$ cat src/rtl/allpairs_max_pkg.sv
package allpairs_max_pkg;

   // Group size used in round rnd (1-based): 2*m+1 with m the sparsity.
   function automatic int grp_size(input int rnd);
      int m;
      m = 1;
      for (int k = 1; k < rnd; k++) begin
         m = m * (2 * m + 1);
      end
      return 2 * m + 1;
   endfunction

   // Comparators needed to cover every pair of a group.
   function automatic int pair_count(input int n);
      return (n * (n - 1)) / 2;
   endfunction

endpackage

$ cat src/rtl/allpairs_max_group.sv
module allpairs_max_group #(
   parameter int GSIZE  = 3,
   parameter int DATA_W = 16,
   parameter int IDX_W  = 5
) (
   input  logic [GSIZE*DATA_W-1:0] grp_val,
   input  logic [GSIZE*IDX_W-1:0]  grp_idx,
   output logic [DATA_W-1:0]       win_val,
   output logic [IDX_W-1:0]        win_idx,
   output logic [GSIZE-1:0]        win_hot
);

   localparam int NCELL = GSIZE * GSIZE;

   if (GSIZE < 2) begin : g_bad_size
      $error("allpairs_max_group: GSIZE must be at least 2");
   end

   // beaten[r*GSIZE+c] set when member r lost its comparison with member c
   logic [NCELL-1:0] beaten;
   logic [GSIZE-1:0] marked;

   for (genvar r = 0; r < GSIZE; r++) begin : g_row
      for (genvar c = 0; c < GSIZE; c++) begin : g_col
         if (r == c) begin : g_diag
            assign beaten[r*GSIZE+c] = 1'b0;
         end else if (r < c) begin : g_cmp
            logic first_wins;
            // one comparator per unordered pair; equal values go to the lower index
            assign first_wins =
               (grp_val[r*DATA_W +: DATA_W] >  grp_val[c*DATA_W +: DATA_W]) ||
               ((grp_val[r*DATA_W +: DATA_W] == grp_val[c*DATA_W +: DATA_W]) &&
                (grp_idx[r*IDX_W +: IDX_W]   <  grp_idx[c*IDX_W +: IDX_W]));
            assign beaten[r*GSIZE+c] = ~first_wins;
            assign beaten[c*GSIZE+r] =  first_wins;
         end
      end
      // marks from all comparisons combine like concurrent writes
      assign marked[r] = |beaten[r*GSIZE +: GSIZE];
   end

   assign win_hot = ~marked;

   // one-hot selection of the unmarked member
   always_comb begin
      win_val = '0;
      win_idx = '0;
      for (int k = 0; k < GSIZE; k++) begin
         win_val = win_val | ({DATA_W{win_hot[k]}} & grp_val[k*DATA_W +: DATA_W]);
         win_idx = win_idx | ({IDX_W{win_hot[k]}}  & grp_idx[k*IDX_W +: IDX_W]);
      end
   end

endmodule

$ cat src/rtl/allpairs_max_round.sv
module allpairs_max_round #(
   parameter int GROUPS = 7,
   parameter int GSIZE  = 3,
   parameter int DATA_W = 16,
   parameter int IDX_W  = 5
) (
   input  logic                           clk,
   input  logic                           rst_n,
   input  logic                           stg_in_valid,
   input  logic [GROUPS*GSIZE*DATA_W-1:0] stg_in_val,
   input  logic [GROUPS*GSIZE*IDX_W-1:0]  stg_in_idx,
   output logic                           stg_out_valid,
   output logic [GROUPS*DATA_W-1:0]       stg_out_val,
   output logic [GROUPS*IDX_W-1:0]        stg_out_idx
);

   localparam int GV_W = GSIZE * DATA_W;
   localparam int GI_W = GSIZE * IDX_W;

   if (GROUPS < 1) begin : g_bad_groups
      $error("allpairs_max_round: GROUPS must be at least 1");
   end

   logic [GROUPS*DATA_W-1:0] nxt_val;
   logic [GROUPS*IDX_W-1:0]  nxt_idx;

   for (genvar g = 0; g < GROUPS; g++) begin : g_grp
      logic [GSIZE-1:0] hot;
      allpairs_max_group #(
         .GSIZE  (GSIZE),
         .DATA_W (DATA_W),
         .IDX_W  (IDX_W)
      ) u_grp (
         .grp_val (stg_in_val[g*GV_W +: GV_W]),
         .grp_idx (stg_in_idx[g*GI_W +: GI_W]),
         .win_val (nxt_val[g*DATA_W +: DATA_W]),
         .win_idx (nxt_idx[g*IDX_W +: IDX_W]),
         .win_hot (hot)
      );
   end

   // round register: winners land in fixed slots for the next round
   always_ff @(posedge clk or negedge rst_n) begin
      if (!rst_n) begin
         stg_out_valid <= 1'b0;
         stg_out_val   <= '0;
         stg_out_idx   <= '0;
      end else begin
         stg_out_valid <= stg_in_valid;
         if (stg_in_valid) begin
            stg_out_val <= nxt_val;
            stg_out_idx <= nxt_idx;
         end
      end
   end

endmodule

$ cat src/rtl/allpairs_max.sv
module allpairs_max
   import allpairs_max_pkg::*;
#(
   parameter int N_IN   = 21,
   parameter int DATA_W = 16
) (
   input  logic                   clk,
   input  logic                   rst_n,
   input  logic                   in_valid,
   input  logic [N_IN*DATA_W-1:0] in_data,
   output logic                   out_valid,
   output logic [DATA_W-1:0]      out_max,
   output logic [$clog2(N_IN)-1:0] out_idx
);

   localparam int IDX_W = $clog2(N_IN);
   localparam int GS1   = grp_size(1);
   localparam int GS2   = grp_size(2);
   localparam int G1    = N_IN / GS1;

   if (DATA_W < 1) begin : g_bad_width
      $error("allpairs_max: DATA_W must be positive");
   end
   if ((N_IN % GS1) != 0) begin : g_bad_split
      $error("allpairs_max: N_IN must fill whole first-round groups");
   end
   if (G1 != GS2) begin : g_bad_rounds
      $error("allpairs_max: first-round winners must form one second-round group");
   end
   if (pair_count(GS2) != (GS2 * (GS2 - 1)) / 2) begin : g_bad_pairs
      $error("allpairs_max: comparator count mismatch");
   end

   // original positions travel with the values
   logic [N_IN*IDX_W-1:0] pos0;
   for (genvar i = 0; i < N_IN; i++) begin : g_pos
      assign pos0[i*IDX_W +: IDX_W] = IDX_W'(i);
   end

   logic                  r1_valid;
   logic [G1*DATA_W-1:0]  r1_val;
   logic [G1*IDX_W-1:0]   r1_idx;

   allpairs_max_round #(
      .GROUPS (G1),
      .GSIZE  (GS1),
      .DATA_W (DATA_W),
      .IDX_W  (IDX_W)
   ) u_round1 (
      .clk           (clk),
      .rst_n         (rst_n),
      .stg_in_valid  (in_valid),
      .stg_in_val    (in_data),
      .stg_in_idx    (pos0),
      .stg_out_valid (r1_valid),
      .stg_out_val   (r1_val),
      .stg_out_idx   (r1_idx)
   );

   allpairs_max_round #(
      .GROUPS (1),
      .GSIZE  (GS2),
      .DATA_W (DATA_W),
      .IDX_W  (IDX_W)
   ) u_round2 (
      .clk           (clk),
      .rst_n         (rst_n),
      .stg_in_valid  (r1_valid),
      .stg_in_val    (r1_val),
      .stg_in_idx    (r1_idx),
      .stg_out_valid (out_valid),
      .stg_out_val   (out_max),
      .stg_out_idx   (out_idx)
   );

endmodule

$ cat config.mk
export PLATFORM = sky130hd
export DESIGN_NAME = allpairs_max
export DESIGN_NICKNAME = d
export VERILOG_FILES = /design/src/rtl/allpairs_max_pkg.sv /design/src/rtl/allpairs_max_group.sv /design/src/rtl/allpairs_max_round.sv /design/src/rtl/allpairs_max.sv
export SDC_FILE = /design/constraint.sdc
export NUM_CORES = 1
export LEC_CHECK = 0
export ABC_AREA = 1
export BUFFER_PORTS_ARGS = -buffer_cell sky130_fd_sc_hd__buf_2
export CAP_MARGIN = 20
export CORE_MARGIN = 1.5
export CORE_UTILIZATION = 30
export DETAILED_ROUTE_END_ITERATION = 8
export GPL_TIMING_DRIVEN = 0
export PLACE_DENSITY = 0.49
export SYNTH_ARGS = -nofsm -noshare
export SYNTH_HDL_FRONTEND = slang
export SYNTH_SLANG_ARGS = --single-unit
$ cat constraint.sdc
create_clock -name clk -period 5.6 [get_ports clk]
set_input_delay 1.12 -clock clk [delete_from_list [all_inputs] [get_ports clk]]
set_output_delay 1.12 -clock clk [all_outputs]
set_load 0.02 [all_outputs]
* After elaboration in Yosys (flattened, before gate mapping)
Index checks and enable logic that the tools add are counted.
** Word-level totals
- Input port bits :: 339
- Memory bits (read-only) :: 0
- RAM bits :: 0
- Memories :: 0
- Word-level logic and storage cells :: 326
- Bits in latches :: 0
- Output and inout port bits :: 22
- Bits in registers :: 170
** Cells by class
- $add $sub $neg :: 0
- Div/mod/pow operators :: 0
- Bitwise operators :: 124
- Shifts and indexed selects :: 0
- $lt $le $gt $ge :: 63
- Multiply operators :: 0
- Reductions and logical operators :: 91
- Mux-type cells :: 0
- Eq/ne operators :: 42
** Operator list (number)
- 16-bit equality test :: 42
- 16-bit > comparator :: 42
- 16-bit AND :: 28
- 16-bit OR :: 20
- 5-bit less-than comparator :: 21
- 5-bit OR :: 9
- 1-bit logical OR :: 42
- 1-bit NOT :: 42
- 2-bit OR reduction :: 21
- 6-bit OR reduction :: 7
- 5-bit AND :: 7
- 1-bit logical AND :: 21
- 3-bit NOT :: 7
- 5-bit by 4-bit OR with 5-bit output :: 3
- 4-bit OR :: 2
- 7-bit NOT :: 1
- 4-bit by 5-bit OR with 5-bit output :: 1
- 5-bit by 3-bit OR with 5-bit output :: 1
- 2-bit by 3-bit OR with 3-bit output :: 1
- 3-bit OR :: 1
- 1-bit by 2-bit OR with 2-bit output :: 1

* Logic depth before layout (Yosys ltp)
- Depth in word-level cells :: 13
- Gate-level depth with buffers :: 20
- Gate-level depth less buffers :: 19

* By module
A second synthesis with hierarchy kept.
** Second synthesis, totals
- Cell total of the unflattened synthesis :: 5166
- Area total of the unflattened synthesis :: 33239.4 µm²
** Modules (own cells, without submodules)
- allpairs_max_group at u_round1.g_grp[0].u_grp ... :: area each 2149.6 µm², seq. area each 0.0 µm², cells an instance 367, instances 7
- allpairs_max_group at u_round2.g_grp[0].u_grp :: area each 11822.6 µm², seq. area each 0.0 µm², cells an instance 1883, instances 1
- allpairs_max_round at u_round1 :: area each 5534.1 µm², seq. area each 3703.6 µm², cells an instance 622, instances 1
- allpairs_max_round at u_round2 :: area each 828.3 µm², seq. area each 550.5 µm², cells an instance 90, instances 1
- allpairs_max :: area each 7.5 µm², seq. area each 0.0 µm², cells an instance 2, instances 1

* Worst setup path after synthesis
No wires, ideal clock.
- Kind :: input-to-reg
- From :: input port in_data[143]
- To :: register u_round1.stg_out_val[47]
- Cell stages on the path :: 12
- Arrival time :: 2.662 ns
- Data required time :: 5.512 ns
- Slack :: 2.850 ns
- Library setup time :: 0.088 ns
- Path through :: inv_1 > ha_1 > nand2_1 > inv_1 > nand3_1 > inv_1 > a21oi_1 > nand3_2 > nor2_2 > buf_2 > nand2_1 > a41oi_1
** On the way
- Longest elaborated chain between the ends :: 8
- Elaborated cells between the ends (all ways) :: 17
** RTL lines
- start: declaration :: line allpairs_max.sv:10 : input logic [N_IN*DATA_W-1:0] in_data,
- 16-bit > comparator / 16-bit equality test (equally long branches) :: line allpairs_max_group.sv:31, allpairs_max_group.sv:32
- 1-bit logical OR :: line allpairs_max_group.sv:31 : (grp_val[r*DATA_W +: DATA_W] > grp_val[c*DATA_W +: DATA_W]) ||
- 1-bit NOT :: line allpairs_max_group.sv:34 : assign beaten[r*GSIZE+c] = ~first_wins;
- 2-bit OR reduction :: line allpairs_max_group.sv:39 : assign marked[r] = |beaten[r*GSIZE +: GSIZE];
- 3-bit NOT :: line allpairs_max_group.sv:42 : assign win_hot = ~marked;
- 16-bit AND :: line allpairs_max_group.sv:49 : win_val = win_val | ({DATA_W{win_hot[k]}} & grp_val[k*DATA_W +: DATA_W]);
- 16-bit OR :: line allpairs_max_group.sv:49
- 16-bit OR (*) :: line allpairs_max_group.sv:49
- end signal: assignment :: line allpairs_max_round.sv:51 : stg_out_val <= nxt_val;
- end: declaration :: line allpairs_max_round.sv:13 : output logic [GROUPS*DATA_W-1:0] stg_out_val,
Mark *: on every way between the ends. The rest lies on a longest branch, timed or not.
A chain may end at the register's enable or synchronous reset.

* Worst setup path in the final report
- From :: input port in_valid
- To :: register u_round1.stg_out_val[80]
** RTL lines
- start: declaration :: line allpairs_max.sv:9 : input logic in_valid,
No word-level cell between the ends.

==> run summary <==
The quantity of gates resized following cts came out at 0. The cell that appears most often on the critical path is sky130_fd_sc_hd__clkbuf_1. The worst hold path belongs to the class reg -> reg. The cell area after technology mapping is 26,410 um2. The worst-case vdd ir drop came out at 0.2275 mV. When the netlist entered floorplanning its net count stood at 4,918. The starting DRC count in detailed routing came out at 2,049. The detailed-route DRC error count came out at 0. The endpoint identified for the worst register-to-register timing path is u_round2.stg_out_val[9]$_DFFE_PN0P_. Max-cap violations in this run came to 0. In this run the most critical hold path is launched from u_round1.stg_out_valid$_DFF_PN0_. Setup violations remaining at the end of the flow were counted as 0.

Global routing consumed, over all layers together, 25.61% of the routing resources. The capture endpoint of the worst hold path is u_round2.stg_out_valid$_DFF_PN0_. The commonest register cell after synthesis is sky130_fd_sc_hd__dfrtp_1.

The worst setup path is of the in -> reg kind. The achievable clock frequency is 290.8 MHz. Prior to clock tree synthesis, the placed netlist has a worst setup slack of 1260 ps. Clock latency on the worst-skew pair, taken at its later pin, is 510 ps. The number of warnings reported in the yosys synthesis log came out at 0. The worst hold path stage count came out at 0. The clock sink count is 156.

The adder-cell area share of the yosys netlist is 33.36%. The worst setup path is captured at a flip-flop. At the end of routability-driven placement, the weighted congestion stood at 0.9993. The maximum clock insertion buffer count is 2.

The final hold violation count came to 0. Across all register-to-register paths, the minimum setup slack is 2210 ps. The total power is 7.514 mW.

The number of global-route vias before repair is 26.50k. The run finished with clean final reports. The number of pins with negative max-slew slack in the final report came out at 0. The gate count after technology mapping came out at 3,875. Counting flops with a built-in enable in the synthesized netlist gives 0. Setup repair after global routing left no endpoint under its margin.

The clock skew after layout is 13.96 ps. The net count of the finished layout is 5,300. The final layout contains routed wiring with a total length of 116.2 mm. CTS built an H-tree with a depth of 4. The count of buffers added by post-CTS timing repair for setup is 0. The TritonCTS clock tree is done.

The kind of cell with the highest combined delay along the critical path is buffers and inverters. The simple-gate area share of the yosys netlist came out at 26.94%. Counting I/O delays and the setup requirement, the final critical path takes 3438 ps. The number of storage elements in the synthesis netlist came out at 156. The HPWL after detailed placement is 94.42 mm.

The highest-delay cell along the critical path is sky130_fd_sc_hd__clkbuf_1. The core box area came out at 87,020 um2. The distinct cell type count after synthesis is 46. The first-pass iteration count of the detailed router is 6.

In the final routed layout, each cell accounts on average for 21.42 um. The delay of the slowest cell on the worst path is 720 ps. For this design the ratio of total power to cell area is 247.8 nW/um2. Adding up every negative setup slack in the final design gives 0 ps. Clock-pin slew was measured on the worst setup and hold paths at 70 ps. The count of pins on the block boundary is 361. The number of vias per cell after detailed routing came out at 5.119. Once the floorplan was initialized, standard cells occupied 30.35% of the core. The initial antenna violation count is 3. For this design, the CTS-stage hold fixing added 0 buffers. At the pin with the least slew margin, the transition time is 1102 ps. The startpoint identified for the worst register-to-register timing path is u_round1.stg_out_val[107]$_DFFE_PN0P_. The width of the die is 299.7 um. The count of input and output buffers is 360.

The overall die height is 299.7 um. The maximum fanout along the worst path came out at 10. The worst relative slew slack came out at 26.51%. The fraction of synthesized cell area in xor and xnor cells came out at 0%.

The fraction of the mapped netlist area in compound gates came out at 15.59%. In the final layout, the share of cells above drive strength 1 is 11.94%. After synthesis, the share of cell area in mux cells is 0%. Traced cell by cell, the critical path runs through buf_2, clkbuf_1, inv_2, clkbuf_1, buf_6, clkbuf_1, a21oi_1.

The leakage power of the design came out at 16.59 nW. The overflow left after global routing came out at 0. CTS placed an instance of sky130_fd_sc_hd__clkbuf_16 at the clock tree root. The total number of vias is 27.78k.

The first global-routing pass estimated 170.0 mm of wire. The worst endpoint data arrival time came out at 3790 ps. The floorplan step defined a die boundary enclosing 89,810 um2.

The post-route fraction of the period consumed by the critical path came out at 61.40%. The count of buffering cells on the critical path with inverters included came out at 6. The number of cells on the worst reg-to-reg path came out at 18. The number of placement rows is 108. The layout overhead on the synthesized area is 14.80%. The count of nets left with antenna violations once routing finished came out at 0.

Setup slack on the critical path of the routed design comes to 2162 ps. After synthesis, the largest family of logic cells by area is adder cells. The mean post-synth cell area came out at 6.815 um2.

The number of clock buffers inserted by TritonCTS is 17. The sequential cell area fraction in the yosys report is 14.78%. The pin count of the biggest net entering global routing is 103.

Counting flops with an async set or reset pin after synthesis yields a share of 100.0%. The category of the worst setup path launch point is a primary input. The required time at the endpoint of the critical path came out at 5950 ps.
-- metrics by stage --
| step | utilization [%] | instance area (um2) | std cells | hold WS [ps] |
|---|---|---|---|---|
| after global routing | 34.84 | 30320 | 5426 | 392.0 |
| after detailed placement | 34.12 | 29690 | 5391 | 363.5 |
| after floorplan | - | 26410 | 3875 | 351.9 |
| after global placement | 34.08 | 29650 | 5390 | 358.4 |
| final | 34.84 | 30320 | 5426 | 379.9 |
| after CTS | 34.81 | 30290 | 5423 | 380.9 |
-- logic make-up (layout without fill, tap and decap cells) --
logic type | after synthesis | after routing
buffers and inverters | 634 | 1029
other | 0 | 1
flip-flops | 156 | 156
AO/OA/AOI/OAI | 725 | 725
adder cells (fa/ha/maj) | 704 | 704
AND/OR/NAND/NOR | 1656 | 1656
-- layout make-up --
cell class / count / area (um2)
Fill cell: 9681 / 56710
Multi-Input combinational cell: 3085 / 20040
Sequential cell: 156 / 3904
Inverter: 564 / 2117
Timing Repair Buffer: 363 / 1862
Tap cell: 1155 / 1445
Clock buffer: 17 / 425.4
Buffer: 70 / 346.6
Clock inverter: 15 / 173.9
Antenna cell: 1 / 2.502
-- how the worst max path moves through the flow --
stage / startpoint / to / slack [ps] / cells after the start
after global routing: u_round1.stg_out_val[107]$_DFFE_PN0P_ / u_round2.stg_out_val[8]$_DFFE_PN0P_ / 2000 / 18
after CTS: in_valid / u_round1.stg_out_val[71]$_DFFE_PN0P_ / 1800 / 7
after global placement: rst_n / u_round1.stg_out_val[86]$_DFFE_PN0P_ / 570 / 1
after floorplan: in_data[143] / u_round1.stg_out_val[47]$_DFFE_PN0P_ / 2850 / 12
after detailed placement: in_valid / u_round1.stg_out_val[111]$_DFFE_PN0P_ / 1260 / 7
final: in_valid / u_round1.stg_out_val[80]$_DFFE_PN0P_ / 2160 / 7
-- per-layer routing --
layer	track usage, %	part of all wire [%]
met5	0	0.011
met4	9.933	4.0
met3	3.425	5.9
met2	42.51	46
met1	33.59	44
-- synthesized netlist by cell type, types with 4 or more instances --
cell                          n  share of area (%)
sky130_fd_sc_hd__a31oi_1     39               0.92
sky130_fd_sc_hd__nor2_2      18               0.43
sky130_fd_sc_hd__buf_2       19               0.36
sky130_fd_sc_hd__o21a_1      13               0.37
sky130_fd_sc_hd__o21bai_1    14               0.40
sky130_fd_sc_hd__nand2_1    843                 12
sky130_fd_sc_hd__inv_2       18               0.26
sky130_fd_sc_hd__o21ai_2     10               0.33
sky130_fd_sc_hd__nand4_1     80                1.9
sky130_fd_sc_hd__clkbuf_1    39               0.55
sky130_fd_sc_hd__a41oi_1     15               0.50
sky130_fd_sc_hd__a21o_1      11               0.31
sky130_fd_sc_hd__a21oi_1    375                7.1
sky130_fd_sc_hd__clkinv_1     5              0.071
sky130_fd_sc_hd__nand2_2     13               0.31
sky130_fd_sc_hd__o21ai_0    142                2.7
sky130_fd_sc_hd__a21oi_2      6               0.20
sky130_fd_sc_hd__nor2_4       7               0.30
sky130_fd_sc_hd__ha_1       704                 33
sky130_fd_sc_hd__o21ai_1     22               0.42
sky130_fd_sc_hd__nor3_1      19               0.36
sky130_fd_sc_hd__o211ai_1    29               0.82
sky130_fd_sc_hd__buf_4        4               0.11
sky130_fd_sc_hd__nand3_2      4               0.15
sky130_fd_sc_hd__o2111ai_1   35                1.2
sky130_fd_sc_hd__nor2_1     357                5.1
sky130_fd_sc_hd__buf_6        6               0.26
sky130_fd_sc_hd__inv_1      541                7.7
sky130_fd_sc_hd__nor4b_1      5               0.17
sky130_fd_sc_hd__nor2_8       4               0.30
sky130_fd_sc_hd__o22ai_1      8               0.19
sky130_fd_sc_hd__dfrtp_1    156                 15
sky130_fd_sc_hd__nand3_1    294                5.6
-- layout by cell type, fill, tap and decap left out, drive strengths merged, types with 2 or more instances in the layout --
master / netlist / layout
clkinvlp: 0 / 3
a21oi: 381 / 381
nand4: 80 / 80
nor3: 21 / 21
a41oi: 15 / 15
nor2: 386 / 386
a31oi: 39 / 39
clkinv: 5 / 7
o21ai: 174 / 174
a21boi: 4 / 4
nand3b: 3 / 3
o21a: 13 / 13
nand3: 298 / 298
o211ai: 29 / 29
clkbuf: 39 / 56
a22oi: 2 / 2
nand2: 857 / 857
inv: 559 / 568
o22ai: 8 / 8
o21bai: 14 / 14
ha: 704 / 704
o2111ai: 35 / 35
nor4b: 6 / 6
buf: 31 / 394
a21o: 11 / 11
dfrtp: 156 / 156
or2: 3 / 3
-- report_power, final --
part	internal (mW)	switching, mW
logic	1.51	2.76
clock network	0.636	0.627
registers	1.31	0.675
total	3.46	4.06
-- state kept, by name, indices dropped and copies added (netlist names) --
signal                  count
u_round2.stg_out_val       16
u_round1.stg_out_idx       21
u_round1.stg_out_val      112
u_round1.stg_out_valid      1
u_round2.stg_out_idx        5
u_round2.stg_out_valid      1
No activity file was read; power rests on OpenSTA's default activity.
